File: src/rtl/kwt_pkg.sv
package kwt_pkg;

  localparam logic [15:0] KEY_ARM = 16'hA5C6;
  localparam logic [15:0] KEY_SVC = 16'hDA7E;

  localparam logic [2:0] IDX_CNT_LO = 3'd0;
  localparam logic [2:0] IDX_CNT_HI = 3'd1;
  localparam logic [2:0] IDX_PER_LO = 3'd2;
  localparam logic [2:0] IDX_PER_HI = 3'd3;
  localparam logic [2:0] IDX_RUN    = 3'd4;
  localparam logic [2:0] IDX_CTRL   = 3'd5;
  localparam logic [2:0] IDX_WDOG   = 3'd6;

  localparam logic [1:0] RUN_CONT = 2'd2;

  typedef enum logic [1:0] {
    MODE_CHAIN     = 2'd0,
    MODE_SPLIT     = 2'd1,
    MODE_WDOG      = 2'd2,
    MODE_SPLIT_ALT = 2'd3
  } tmode_e;

  typedef enum logic {
    KS_WANT_FIRST  = 1'b0,
    KS_WANT_SECOND = 1'b1
  } key_state_e;

endpackage

File: src/rtl/kwt_prescaler.sv
module kwt_prescaler #(
  parameter int PSC_W = 4
) (
  input  logic             clk,
  input  logic             rst_n,
  input  logic             run,
  input  logic             clr,
  input  logic [PSC_W-1:0] div,
  output logic             tick
);

  logic [PSC_W-1:0] phase;

  // the tick fires on the clock where the phase has used up the ratio
  function automatic logic f_due(input logic [PSC_W-1:0] ph, input logic [PSC_W-1:0] lim);
    return ph >= lim;
  endfunction

  assign tick = run && !clr && f_due(phase, div);

  always_ff @(posedge clk or negedge rst_n) begin
    if (!rst_n)                 phase <= '0;
    else if (!run || clr)       phase <= '0;
    else if (f_due(phase, div)) phase <= '0;
    else                        phase <= phase + 1'b1;
  end

  assert_phase_restart_R2: assert property (@(posedge clk) disable iff (!rst_n)
    tick |=> (phase == '0));

  assert_phase_step_R2: assert property (@(posedge clk) disable iff (!rst_n)
    (run && !clr && !tick) |=> (phase == $past(phase) + 1'b1));

endmodule

File: src/rtl/kwt_counter.sv
module kwt_counter
  import kwt_pkg::*;
#(
  parameter int HALF_W = 32
) (
  input  logic              clk,
  input  logic              rst_n,
  input  tmode_e            mode,
  input  logic              rel_lo,
  input  logic              rel_hi,
  input  logic              tick,
  input  logic              armed,
  input  logic              clr,
  input  logic              ld_lo,
  input  logic              ld_hi,
  input  logic [HALF_W-1:0] ld_data,
  input  logic [HALF_W-1:0] per_lo,
  input  logic [HALF_W-1:0] per_hi,
  output logic [HALF_W-1:0] cnt_lo,
  output logic [HALF_W-1:0] cnt_hi,
  output logic              at_period
);

  localparam int CW = 2 * HALF_W;

  function automatic logic [HALF_W-1:0] f_wrap_half(input logic [HALF_W-1:0] cur,
                                                     input logic [HALF_W-1:0] per);
    return (cur == per) ? '0 : cur + 1'b1;
  endfunction

  function automatic logic [CW-1:0] f_wrap_full(input logic [CW-1:0] cur, input logic [CW-1:0] per);
    return (cur == per) ? '0 : cur + 1'b1;
  endfunction

  function automatic logic [CW-1:0] f_sat_full(input logic [CW-1:0] cur, input logic [CW-1:0] per);
    return (cur == per) ? cur : cur + 1'b1;
  endfunction

  logic              chained;
  logic [CW-1:0]     cnt_full;
  logic [CW-1:0]     per_full;
  logic [CW-1:0]     step_full;
  logic [HALF_W-1:0] nxt_lo;
  logic [HALF_W-1:0] nxt_hi;

  assign chained   = (mode == MODE_CHAIN) || (mode == MODE_WDOG);
  assign cnt_full  = {cnt_hi, cnt_lo};
  assign per_full  = {per_hi, per_lo};
  assign at_period = (cnt_full == per_full);
  assign step_full = armed ? f_sat_full(cnt_full, per_full) : f_wrap_full(cnt_full, per_full);

  always_comb begin
    nxt_lo = cnt_lo;
    nxt_hi = cnt_hi;
    if (clr) begin
      nxt_lo = '0;
      nxt_hi = '0;
    end else if (chained) begin
      if (!armed && !(rel_lo && rel_hi)) begin
        nxt_lo = '0;
        nxt_hi = '0;
      end else begin
        if (tick) {nxt_hi, nxt_lo} = step_full;
        if (ld_lo) nxt_lo = ld_data;
        if (ld_hi) nxt_hi = ld_data;
      end
    end else begin
      if (!rel_lo)    nxt_lo = '0;
      else if (ld_lo) nxt_lo = ld_data;
      else if (tick)  nxt_lo = f_wrap_half(cnt_lo, per_lo);
      if (!rel_hi)    nxt_hi = '0;
      else if (ld_hi) nxt_hi = ld_data;
      else if (tick)  nxt_hi = f_wrap_half(cnt_hi, per_hi);
    end
  end

  always_ff @(posedge clk or negedge rst_n) begin
    if (!rst_n) begin
      cnt_lo <= '0;
      cnt_hi <= '0;
    end else begin
      cnt_lo <= nxt_lo;
      cnt_hi <= nxt_hi;
    end
  end

  assert_service_clears_R8: assert property (@(posedge clk) disable iff (!rst_n)
    clr |=> (cnt_lo == '0 && cnt_hi == '0));

  assert_hold_at_period_R11: assert property (@(posedge clk) disable iff (!rst_n)
    (armed && at_period && !clr) |=> at_period);

  assert_frozen_without_tick_R3: assert property (@(posedge clk) disable iff (!rst_n)
    (!tick && !clr && !ld_lo && !ld_hi && rel_lo && rel_hi) |=> $stable({cnt_hi, cnt_lo}));

  assert_split_wrap_R4: assert property (@(posedge clk) disable iff (!rst_n)
    (!chained && rel_lo && tick && !ld_lo && !clr && cnt_lo == per_lo) |=> (cnt_lo == '0));

endmodule

File: src/rtl/kwt_keyfsm.sv
module kwt_keyfsm
  import kwt_pkg::*;
(
  input  logic        clk,
  input  logic        rst_n,
  input  logic        wd_wr,
  input  logic [15:0] wd_key,
  input  logic        wd_en_bit,
  input  logic        mode_is_wd,
  output logic        armed,
  output logic        svc_clr
);

  key_state_e state;
  logic       key_is_arm;
  logic       key_is_svc;

  assign key_is_arm = (wd_key == KEY_ARM);
  assign key_is_svc = (wd_key == KEY_SVC);
  assign svc_clr    = wd_wr && key_is_svc && (state == KS_WANT_SECOND) && mode_is_wd;

  always_ff @(posedge clk or negedge rst_n) begin
    if (!rst_n) begin
      state <= KS_WANT_FIRST;
      armed <= 1'b0;
    end else if (wd_wr) begin
      if (key_is_arm) begin
        state <= KS_WANT_SECOND;
        if (wd_en_bit && mode_is_wd) armed <= 1'b1;
      end else begin
        state <= KS_WANT_FIRST;
      end
    end
  end

  assert_armed_sticky_R10: assert property (@(posedge clk) disable iff (!rst_n)
    armed |=> armed);

  assert_wrong_key_restarts_R9: assert property (@(posedge clk) disable iff (!rst_n)
    (wd_wr && !key_is_arm && !key_is_svc) |=> (state == KS_WANT_FIRST));

  assert_arm_takes_R7: assert property (@(posedge clk) disable iff (!rst_n)
    (wd_wr && key_is_arm && wd_en_bit && mode_is_wd) |=> (armed && state == KS_WANT_SECOND));

endmodule

File: src/rtl/keyed_wd_timer.sv
module keyed_wd_timer
  import kwt_pkg::*;
#(
  parameter int DATA_W = 32,
  parameter int PSC_W  = 4
) (
  input  logic              clk,
  input  logic              rst_n,
  input  logic              bus_wr,
  input  logic [2:0]        bus_addr,
  input  logic [DATA_W-1:0] bus_wdata,
  output logic [DATA_W-1:0] bus_rdata,
  output logic              reset_req
);

  localparam int HALF_W  = DATA_W;
  localparam int PSC_LSB = 8;
  localparam int RUN_LSB = 22;
  localparam int KEY_LSB = 16;
  localparam int WEN_BIT = 14;

  logic [HALF_W-1:0] per_lo, per_hi;
  logic [HALF_W-1:0] cnt_lo, cnt_hi;
  logic [1:0]        run_field;
  logic [PSC_W-1:0]  psc_div;
  logic              rel_lo, rel_hi;
  tmode_e            mode;
  logic              armed, svc_clr, tick, at_period;
  logic              expired, expiry_hit;
  logic              cfg_wr, wd_wr, ld_lo, ld_hi, run_en;

  assign cfg_wr = bus_wr && !armed;
  assign wd_wr  = bus_wr && (bus_addr == IDX_WDOG);
  assign ld_lo  = cfg_wr && (bus_addr == IDX_CNT_LO);
  assign ld_hi  = cfg_wr && (bus_addr == IDX_CNT_HI);
  assign run_en = armed || (run_field == RUN_CONT);

  always_ff @(posedge clk or negedge rst_n) begin
    if (!rst_n) begin
      per_lo    <= '0;
      per_hi    <= '0;
      run_field <= '0;
      psc_div   <= '0;
      rel_lo    <= 1'b0;
      rel_hi    <= 1'b0;
      mode      <= MODE_CHAIN;
    end else if (cfg_wr) begin
      case (bus_addr)
        IDX_PER_LO: per_lo    <= bus_wdata;
        IDX_PER_HI: per_hi    <= bus_wdata;
        IDX_RUN:    run_field <= bus_wdata[RUN_LSB +: 2];
        IDX_CTRL: begin
          rel_lo  <= bus_wdata[0];
          rel_hi  <= bus_wdata[1];
          mode    <= tmode_e'(bus_wdata[3:2]);
          psc_div <= bus_wdata[PSC_LSB +: PSC_W];
        end
        default: ;
      endcase
    end
  end

  kwt_prescaler #(.PSC_W(PSC_W)) u_psc (
    .clk  (clk),
    .rst_n(rst_n),
    .run  (run_en),
    .clr  (svc_clr),
    .div  (psc_div),
    .tick (tick)
  );

  kwt_counter #(.HALF_W(HALF_W)) u_cnt (
    .clk      (clk),
    .rst_n    (rst_n),
    .mode     (mode),
    .rel_lo   (rel_lo),
    .rel_hi   (rel_hi),
    .tick     (tick),
    .armed    (armed),
    .clr      (svc_clr),
    .ld_lo    (ld_lo),
    .ld_hi    (ld_hi),
    .ld_data  (bus_wdata),
    .per_lo   (per_lo),
    .per_hi   (per_hi),
    .cnt_lo   (cnt_lo),
    .cnt_hi   (cnt_hi),
    .at_period(at_period)
  );

  kwt_keyfsm u_key (
    .clk       (clk),
    .rst_n     (rst_n),
    .wd_wr     (wd_wr),
    .wd_key    (bus_wdata[KEY_LSB +: 16]),
    .wd_en_bit (bus_wdata[WEN_BIT]),
    .mode_is_wd(mode == MODE_WDOG),
    .armed     (armed),
    .svc_clr   (svc_clr)
  );

  // expiry: one request per period match, then latched until a service
  assign expiry_hit = armed && at_period && !expired && !svc_clr;

  always_ff @(posedge clk or negedge rst_n) begin
    if (!rst_n) begin
      expired   <= 1'b0;
      reset_req <= 1'b0;
    end else begin
      reset_req <= expiry_hit;
      if (svc_clr)         expired <= 1'b0;
      else if (expiry_hit) expired <= 1'b1;
    end
  end

  always_comb begin
    bus_rdata = '0;
    case (bus_addr)
      IDX_CNT_LO: bus_rdata = cnt_lo;
      IDX_CNT_HI: bus_rdata = cnt_hi;
      IDX_PER_LO: bus_rdata = per_lo;
      IDX_PER_HI: bus_rdata = per_hi;
      IDX_RUN:    bus_rdata[RUN_LSB +: 2] = run_field;
      IDX_CTRL: begin
        bus_rdata[0]                 = rel_lo;
        bus_rdata[1]                 = rel_hi;
        bus_rdata[3:2]               = mode;
        bus_rdata[PSC_LSB +: PSC_W]  = psc_div;
      end
      IDX_WDOG:   bus_rdata[WEN_BIT] = armed;
      default:    bus_rdata = '0;
    endcase
  end

  assert_single_pulse_R11: assert property (@(posedge clk) disable iff (!rst_n)
    reset_req |=> !reset_req);

  assert_request_needs_arm_R11: assert property (@(posedge clk) disable iff (!rst_n)
    reset_req |-> (armed && expired));

  assert_config_locked_R10: assert property (@(posedge clk) disable iff (!rst_n)
    (armed && bus_wr) |=> ($stable(per_lo) && $stable(per_hi) && $stable(run_field) && $stable(mode)));

  assert_reset_clean_R1: assert property (@(posedge clk) disable iff (!rst_n)
    !armed |-> !reset_req);

endmodule

File: config.mk
export PLATFORM = sky130hd
export DESIGN_NAME = keyed_wd_timer
export DESIGN_NICKNAME = d
export VERILOG_FILES = /design/src/rtl/kwt_pkg.sv /design/src/rtl/kwt_prescaler.sv /design/src/rtl/kwt_counter.sv /design/src/rtl/kwt_keyfsm.sv /design/src/rtl/keyed_wd_timer.sv
export SDC_FILE = /design/constraint.sdc
export NUM_CORES = 1
export LEC_CHECK = 0
export BUFFER_PORTS_ARGS = -buffer_cell sky130_fd_sc_hd__buf_4
export CORE_UTILIZATION = 67
export DETAILED_ROUTE_END_ITERATION = 10
export GPL_TIMING_DRIVEN = 0
export PLACE_DENSITY = 0.85
export SETUP_SLACK_MARGIN = 0.2
export SYNTH_ARGS = -nofsm -noshare
export SYNTH_HDL_FRONTEND = slang
export SYNTH_SLANG_ARGS = --single-unit
File: constraint.sdc
create_clock -name clk -period 7.55 [get_ports clk]
set_input_delay 1.1325 -clock clk [delete_from_list [all_inputs] [get_ports clk]]
set_output_delay 1.1325 -clock clk [all_outputs]
set_load 0.005 [all_outputs]
==> reports/results.ini, run 1 <==
[job]
cap_violations=0

[detailed_routing]
drtPass1Iterations=11
ant_nets=0
drt-wirelength-per-cell_um=27.54
vias_per_cell=7.495
drc_errors=1
initialDrtViolationCount=2005
routed_wirelength_mm=39.60
via_count=10778

[yosys]
netlist_area_mm2=0.01042
synth.distinct_cells=83
synth_edf_count=0
ys.flop_type=dfrtp_1
yosysMostFrequentCell=dfrtp_1
synth_fp_nets=1195
async_flop_share=1.000
synth.largest_area_cell=dfrtp_1
synth_top_area_share=0.3505
synth_cells=1150
synth_area_leaders=dfrtp_1 35%, mux2_2 7.7%, xor2_1 6.0%, o21ai_0 5.0%, mux4_2 4.8%
netlist_top_cells_count=146 x dfrtp_1, 105 x nand2_1, 104 x o21ai_0
yosysWarnings=0
yosys_register_bits=146
syn_area_per_cell_um2=9.065
yosysSeqAreaShare=0.3505

[worst_setup_path]
r2r_setup_slack_ns=3.62
rr_startpoint=u_cnt.cnt_lo[31]
critPathKind=primary input to output pin
critPathRequiredTime_ns=6.42
reg2reg_to=u_cnt.cnt_lo[6]
arrival_ns=3.93
critPathCaptureType=output pin
setup.worst_path.start_class=primary input
reg2regPathDepth=9
path_max_fanout=10

[sta]
skew_ns=0.01162
finalCritPeriodShare=0.6709
finalSetupViolCount=0
rsz0062_at_grt=false
period_minus_slack_ns=5.065
drv_slew=0
slew_headroom=0.05119
setup_tns_ns=0
fmax_mhz=197.4
worst_slew_pin_slew_ns=1.410
hold_viol=0
whs_ns=0.4455

[cts]
clkSinkCount=146
cts_tree=built
h-tree-depth=4
root_buffer=clkbuf_16
post_cts_buffers=0
cts-resized-gates=0
cts_buffers=17
clock_latency_ns=0.44
cts_hold_buf=0
cts.path.max_buffers=2
clkTransAtPathRegs_ns=0.06

[final_layout]
syn2layout_area_growth_pct=13.18
drive_gt1_frac=0.1880
antenna_cells=0
fillers=1126
layout.nets=1282

[power]
powerDensity_mw_per_mm2=161.2
p_leak_nw=5.088
peakVddDrop_v=0.0001772

[hold_path]
hold_path_depth=1
hold_path_startpoint=expired
hp-class=flop to flop
min_to=reset_req

[global_route]
grt_pass1_wl_mm=59.91
track_usage=0.5102
gr-total-overflow=0
first_global_vias=9968
grt_max_degree=80
antenna_found_initial=0

[floorplanning]
die-area_mm2=0.01606
io_pins=71
die_h_um=126.7
die_w_um=126.7
rows=45
initial_core_util=0.6858
core_mm2=0.01520

[placed_design]
gp_congestion=1.015
dp_hpwl_mm=28.81
numPortBuffers=67

[run_status]
failed_checks=DRC
status=finished with violations

power by group:
group / internal, W / switching (W) / total (W)
sequential: 0.000797 / 0.0000190 / 0.000816
combinational: 0.0000789 / 0.000122 / 0.000200
clock: 0.000530 / 0.000356 / 0.000886
per-stage QoR:
stage | total power (W) | area (µm²) | worst slack (ns) | std cells | util
after floorplan | 0.0009178 | 10430 | 3.543 | 1150 | -
after global placement | 0.001015 | 11160 | 2.650 | 1405 | 0.7343
after detailed placement | 0.001021 | 11190 | 2.636 | 1406 | 0.7364
after CTS | 0.001886 | 11800 | 2.572 | 1438 | 0.7761
after global routing | 0.001940 | 11800 | 2.446 | 1438 | 0.7761
final | 0.001902 | 11800 | 2.485 | 1438 | 0.7761
kinds of logic (layout without fill, tap and decap cells):
kind of cell	Yosys count	after routing	synth area share
buffers and inverters	112	212	0.05041
adders and majority gates	7	7	0.008401
muxes	110	110	0.1405
xor gates and xnor gates	84	84	0.07057
DFF	146	146	0.3505
and+or+nand+nor	429	429	0.2126
AOI/OAI and AO/OA	262	262	0.1671
state kept, by name (all words and copies together) (netlist names), 2 cells and up:
signal / cells
per_hi: 32
mode: 2
psc_div: 4
run_field: 2
u_cnt.cnt_hi: 32
u_cnt.cnt_lo: 32
u_psc.phase: 4
per_lo: 32
worst max-delay path, stage by stage:
cell and delay [ns]:
buf_4 0.11, buf_1 0.56, buf_1 0.66, clkbuf_1 0.68
mux4_2 0.40, nand2_1 0.11, nand2_1 0.11, buf_4 0.15
metal layers:
metal	part of all wire	global-route usage	vias up
met5	0	0	-
li1	-	-	4429
met1	0.37	0.6852	5056
met3	0.16	0.1927	222
met2	0.41	0.7221	1071
met4	0.064	0.2577	0
worst max path at each step:
stage	from	to	slack (ns)	depth (start not counted)
2_1_floorplan	bus_addr[1]	bus_rdata[29]	3.54	5
3_3_place_gp	bus_addr[1]	bus_rdata[22]	2.65	8
3_5_place_dp	bus_addr[1]	bus_rdata[22]	2.64	8
4_1_cts	bus_addr[1]	bus_rdata[22]	2.57	8
5_1_grt	bus_addr[1]	bus_rdata[22]	2.45	8
6_report	bus_addr[1]	bus_rdata[22]	2.48	8
cell type report:
class	count	area, µm²	share of cell area
timing repair buffer	68	534.3	0.04528
tap	188	235.2	0.01994
buffer	95	461.7	0.03913
clock buffer	20	446.7	0.03786
clock inverter	12	157.7	0.01336
sequential	146	3654	0.3097
inverter	17	63.81	0.005408
multi-input combinational	892	6246	0.5294
placed cells by master (no fill, tap or decap), types with 6 or more instances in the layout:
| cell type | n |
|---|---|
| o221ai_1 | 9 |
| nand4_1 | 25 |
| nand3_1 | 36 |
| and3_1 | 12 |
| a211oi_1 | 8 |
| buf_4 | 69 |
| dfrtp_1 | 146 |
| nor3b_1 | 8 |
| mux2i_1 | 17 |
| o21ai_0 | 104 |
| and2_1 | 29 |
| a22o_1 | 6 |
| buf_2 | 19 |
| xnor2_1 | 12 |
| nor4_1 | 40 |
| clkbuf_1 | 56 |
| nor2_1 | 100 |
| buf_6 | 10 |
| nand2_1 | 105 |
| or4_1 | 8 |
| mux2_2 | 71 |
| a31oi_1 | 6 |
| a21o_1 | 7 |
| clkbuf_16 | 17 |
| a21oi_1 | 28 |
| o31a_1 | 7 |
| inv_1 | 16 |
| nor3_1 | 22 |
| o211ai_1 | 11 |
| xor2_1 | 72 |
| o41ai_1 | 20 |
| mux4_2 | 22 |
| nor2b_1 | 7 |
| buf_1 | 8 |
| ha_1 | 7 |
Note: power is estimated with default switching activity, not from simulation.
==> inputs of run 2 (changes only) <==
--- a/config.mk
+++ b/config.mk
@@ -6,10 +6,10 @@
 export NUM_CORES = 1
 export LEC_CHECK = 0
 export BUFFER_PORTS_ARGS = -buffer_cell sky130_fd_sc_hd__buf_4
-export CORE_UTILIZATION = 67
+export CORE_UTILIZATION = 62
 export DETAILED_ROUTE_END_ITERATION = 10
 export GPL_TIMING_DRIVEN = 0
-export PLACE_DENSITY = 0.85
+export PLACE_DENSITY = 0.79
 export SETUP_SLACK_MARGIN = 0.2
 export SYNTH_ARGS = -nofsm -noshare
 export SYNTH_HDL_FRONTEND = slang
==> constraint.sdc (replaced) <==
create_clock -name clk -period 5.23 [get_ports clk]
set_input_delay 0.7845 -clock clk [delete_from_list [all_inputs] [get_ports clk]]
set_output_delay 0.7845 -clock clk [all_outputs]
set_load 0.005 [all_outputs]
==> run 2 against run 1 <==
The run now ends clean; setup slack got worse by 1.6 ns; global-route usage decreased by 3.9 points; core utilization decreased by 6.0 points; sequential power increased by 45%; sequential share of layout area decreased by 0.10 points; combinational power increased by 43%; hold slack got worse by 0.16 ns; wire length increased by 0.56%; via count decreased by 1.0%; power increased by 45%; register-to-register slack got worse by 2.3 ns.
==> reports/results.ini, run 2 (synthesis gave the netlist of run 1 again) <==
[worst_setup_path]
arrival_ns=3.51  ; -0.42 ns
worst-path-buf-inv=5  ; unchanged
critPathRequiredTime_ns=4.45  ; -1.97 ns
path_delay_family=buffers and inverters
rr_startpoint=u_cnt.cnt_lo[31]
cp-startpoint=bus_addr[1]
critPathKind=primary input to output pin
slowest_delay_ns=0.68  ; about the same
cp_cell_sequence=buf_4, buf_1, buf_1, clkbuf_1, mux4_2, nand2_1, nand2_1, buf_4
critPathCaptureType=output pin
path_max_fanout=10  ; unchanged
r2r_setup_slack_ns=1.29  ; -2.33 ns
setup.worst_path.start_class=primary input
slowest_stage=clkbuf_1

[sta]
hold_viol=0  ; unchanged
period_minus_slack_ns=4.297
finalCritPeriodShare=0.8217
drv_slew=0  ; unchanged
worst_slew_pin_slew_ns=1.418  ; +0.007819 ns
slew_headroom=0.04593  ; -0.005261
setup_tns_ns=0  ; unchanged
finalSetupViolCount=0  ; unchanged
fmax_mhz=232.7
rsz0062_at_grt=false
whs_ns=0.2852  ; -0.1603 ns
skew_ns=0.01169  ; +0.00007010 ns

[detailed_routing]
met2_length_mm=16.54  ; +2.2%
wl_met3_mm=5.709  ; -11%
vias_per_cell=7.256  ; -3.2%
initialDrtViolationCount=1920  ; -4.2%
routed_wirelength_mm=39.82  ; +0.56%
ant_nets=0  ; unchanged
drc_errors=0  ; -1
via_count=10667  ; -1.0%
drtPass1Iterations=6  ; -5
top_layer_used=met5
met1_length_mm=15.25  ; +5.3%
drt-wirelength-per-cell_um=27.09  ; -1.6%

[cts]
clkTransAtPathRegs_ns=0.06  ; about the same
clock_latency_ns=0.44  ; about the same
cts.path.max_buffers=2  ; unchanged
cts_buffers=17  ; unchanged
h-tree-depth=4  ; unchanged
cts_hold_buf=0  ; unchanged
cts-resized-gates=0  ; unchanged
cts_tree=built
post_cts_buffers=0  ; unchanged
clkSinkCount=146  ; unchanged
root_buffer=clkbuf_16

[final_layout]
layout_commonest_cell=dfrtp_1
syn2layout_area_growth_pct=13.56
drive_gt1_frac=0.1880  ; unchanged
layout.nets=1282  ; unchanged
antenna_cells=0  ; unchanged
mostFrequentLayoutCells=146 x dfrtp_1, 105 x nand2_1, 104 x o21ai_0
finalInstanceArea_mm2=0.01184  ; +0.34%

[placed_design]
numPortBuffers=67  ; unchanged
dp_hpwl_mm=29.19  ; +1.3%
placed_area_mm2=0.01123  ; +0.36%
gp_congestion=0.9999  ; -1.5%

[floorplanning]
die_h_um=131.7  ; +3.9%
die-area_mm2=0.01734  ; +7.9%
core_mm2=0.01652  ; +8.7%
io_pins=71  ; unchanged
die_w_um=131.7  ; +3.9%
initial_core_util=0.6309  ; -0.05488
rows=47  ; +4.4%

[power]
powerDensity_mw_per_mm2=233.0  ; +45%
peakVddDrop_v=0.0002413  ; +36%
p_leak_nw=5.076  ; -0.23%

[global_route]
grt_max_degree=97  ; +21%
antenna_found_initial=1  ; +1
first_global_vias=9934  ; -0.34%
grt_pass1_wl_mm=60.25  ; +0.56%
track_usage=0.4709  ; -0.03935
gr-total-overflow=0  ; unchanged

[run_status]
status=complete, no violations

[hold_path]
hp-class=primary input to async pin

[job]
cap_violations=0  ; unchanged

[run 2: changes by cell type in the layout (fill, tap and decap cells not counted), sizes merged]
cell	before	now
clkinv	6	3
clkinvlp	3	6
[run 2: worst paths after layout]
path | to | cells past startpoint
worst min register to register | reset_req | 1
max in group asynchronous | u_cnt.cnt_lo[5] | 2
min in group clk | reset_req | 1
worst max register to register | u_cnt.cnt_lo[30] | 9
worst min-delay path | u_cnt.cnt_hi[21] | 1
worst max-delay path | bus_rdata[22] | 8
[run 2: power by group]
group | internal (W) | switching (W) | total (W)
Clock | 0.000764 | 0.000530 | 0.00129
Combinational | 0.000114 | 0.000173 | 0.000287
Sequential | 0.00115 | 0.0000270 | 0.00118
[run 2: area by class of cell]
type / instances / area (µm²)
buffer: 95 / 461.7
timing repair buffer: 68 / 534.3
fill: 1336 / 4686
inverter: 17 / 63.81
clock buffer: 20 / 446.7
clock inverter: 12 / 157.7
multi-input combinational: 892 / 6246
sequential: 146 / 3654
tap: 220 / 275.3
[run 2: metal layers]
| metal | track usage | up-vias |
|---|---|---|
| met3 | 0.1231 | 185 |
| met1 | 0.6611 | 5091 |
| met4 | 0.2377 | 2 |
| met5 | 0 | - |
| met2 | 0.6699 | 956 |
| li1 | - | 4433 |
[run 2: through the flow]
stage | std cells | setup slack, ns | util | power [W]
global placement | 1437 | 1.022 | 0.6780 | 0.001467
detailed placement | 1438 | 0.9926 | 0.6799 | 0.001474
CTS | 1470 | 0.9832 | 0.7164 | 0.002740
finish | 1470 | 0.9326 | 0.7164 | 0.002759
global route | 1470 | 0.7901 | 0.7164 | 0.002808
floorplan | 1150 | 1.919 | - | 0.001325
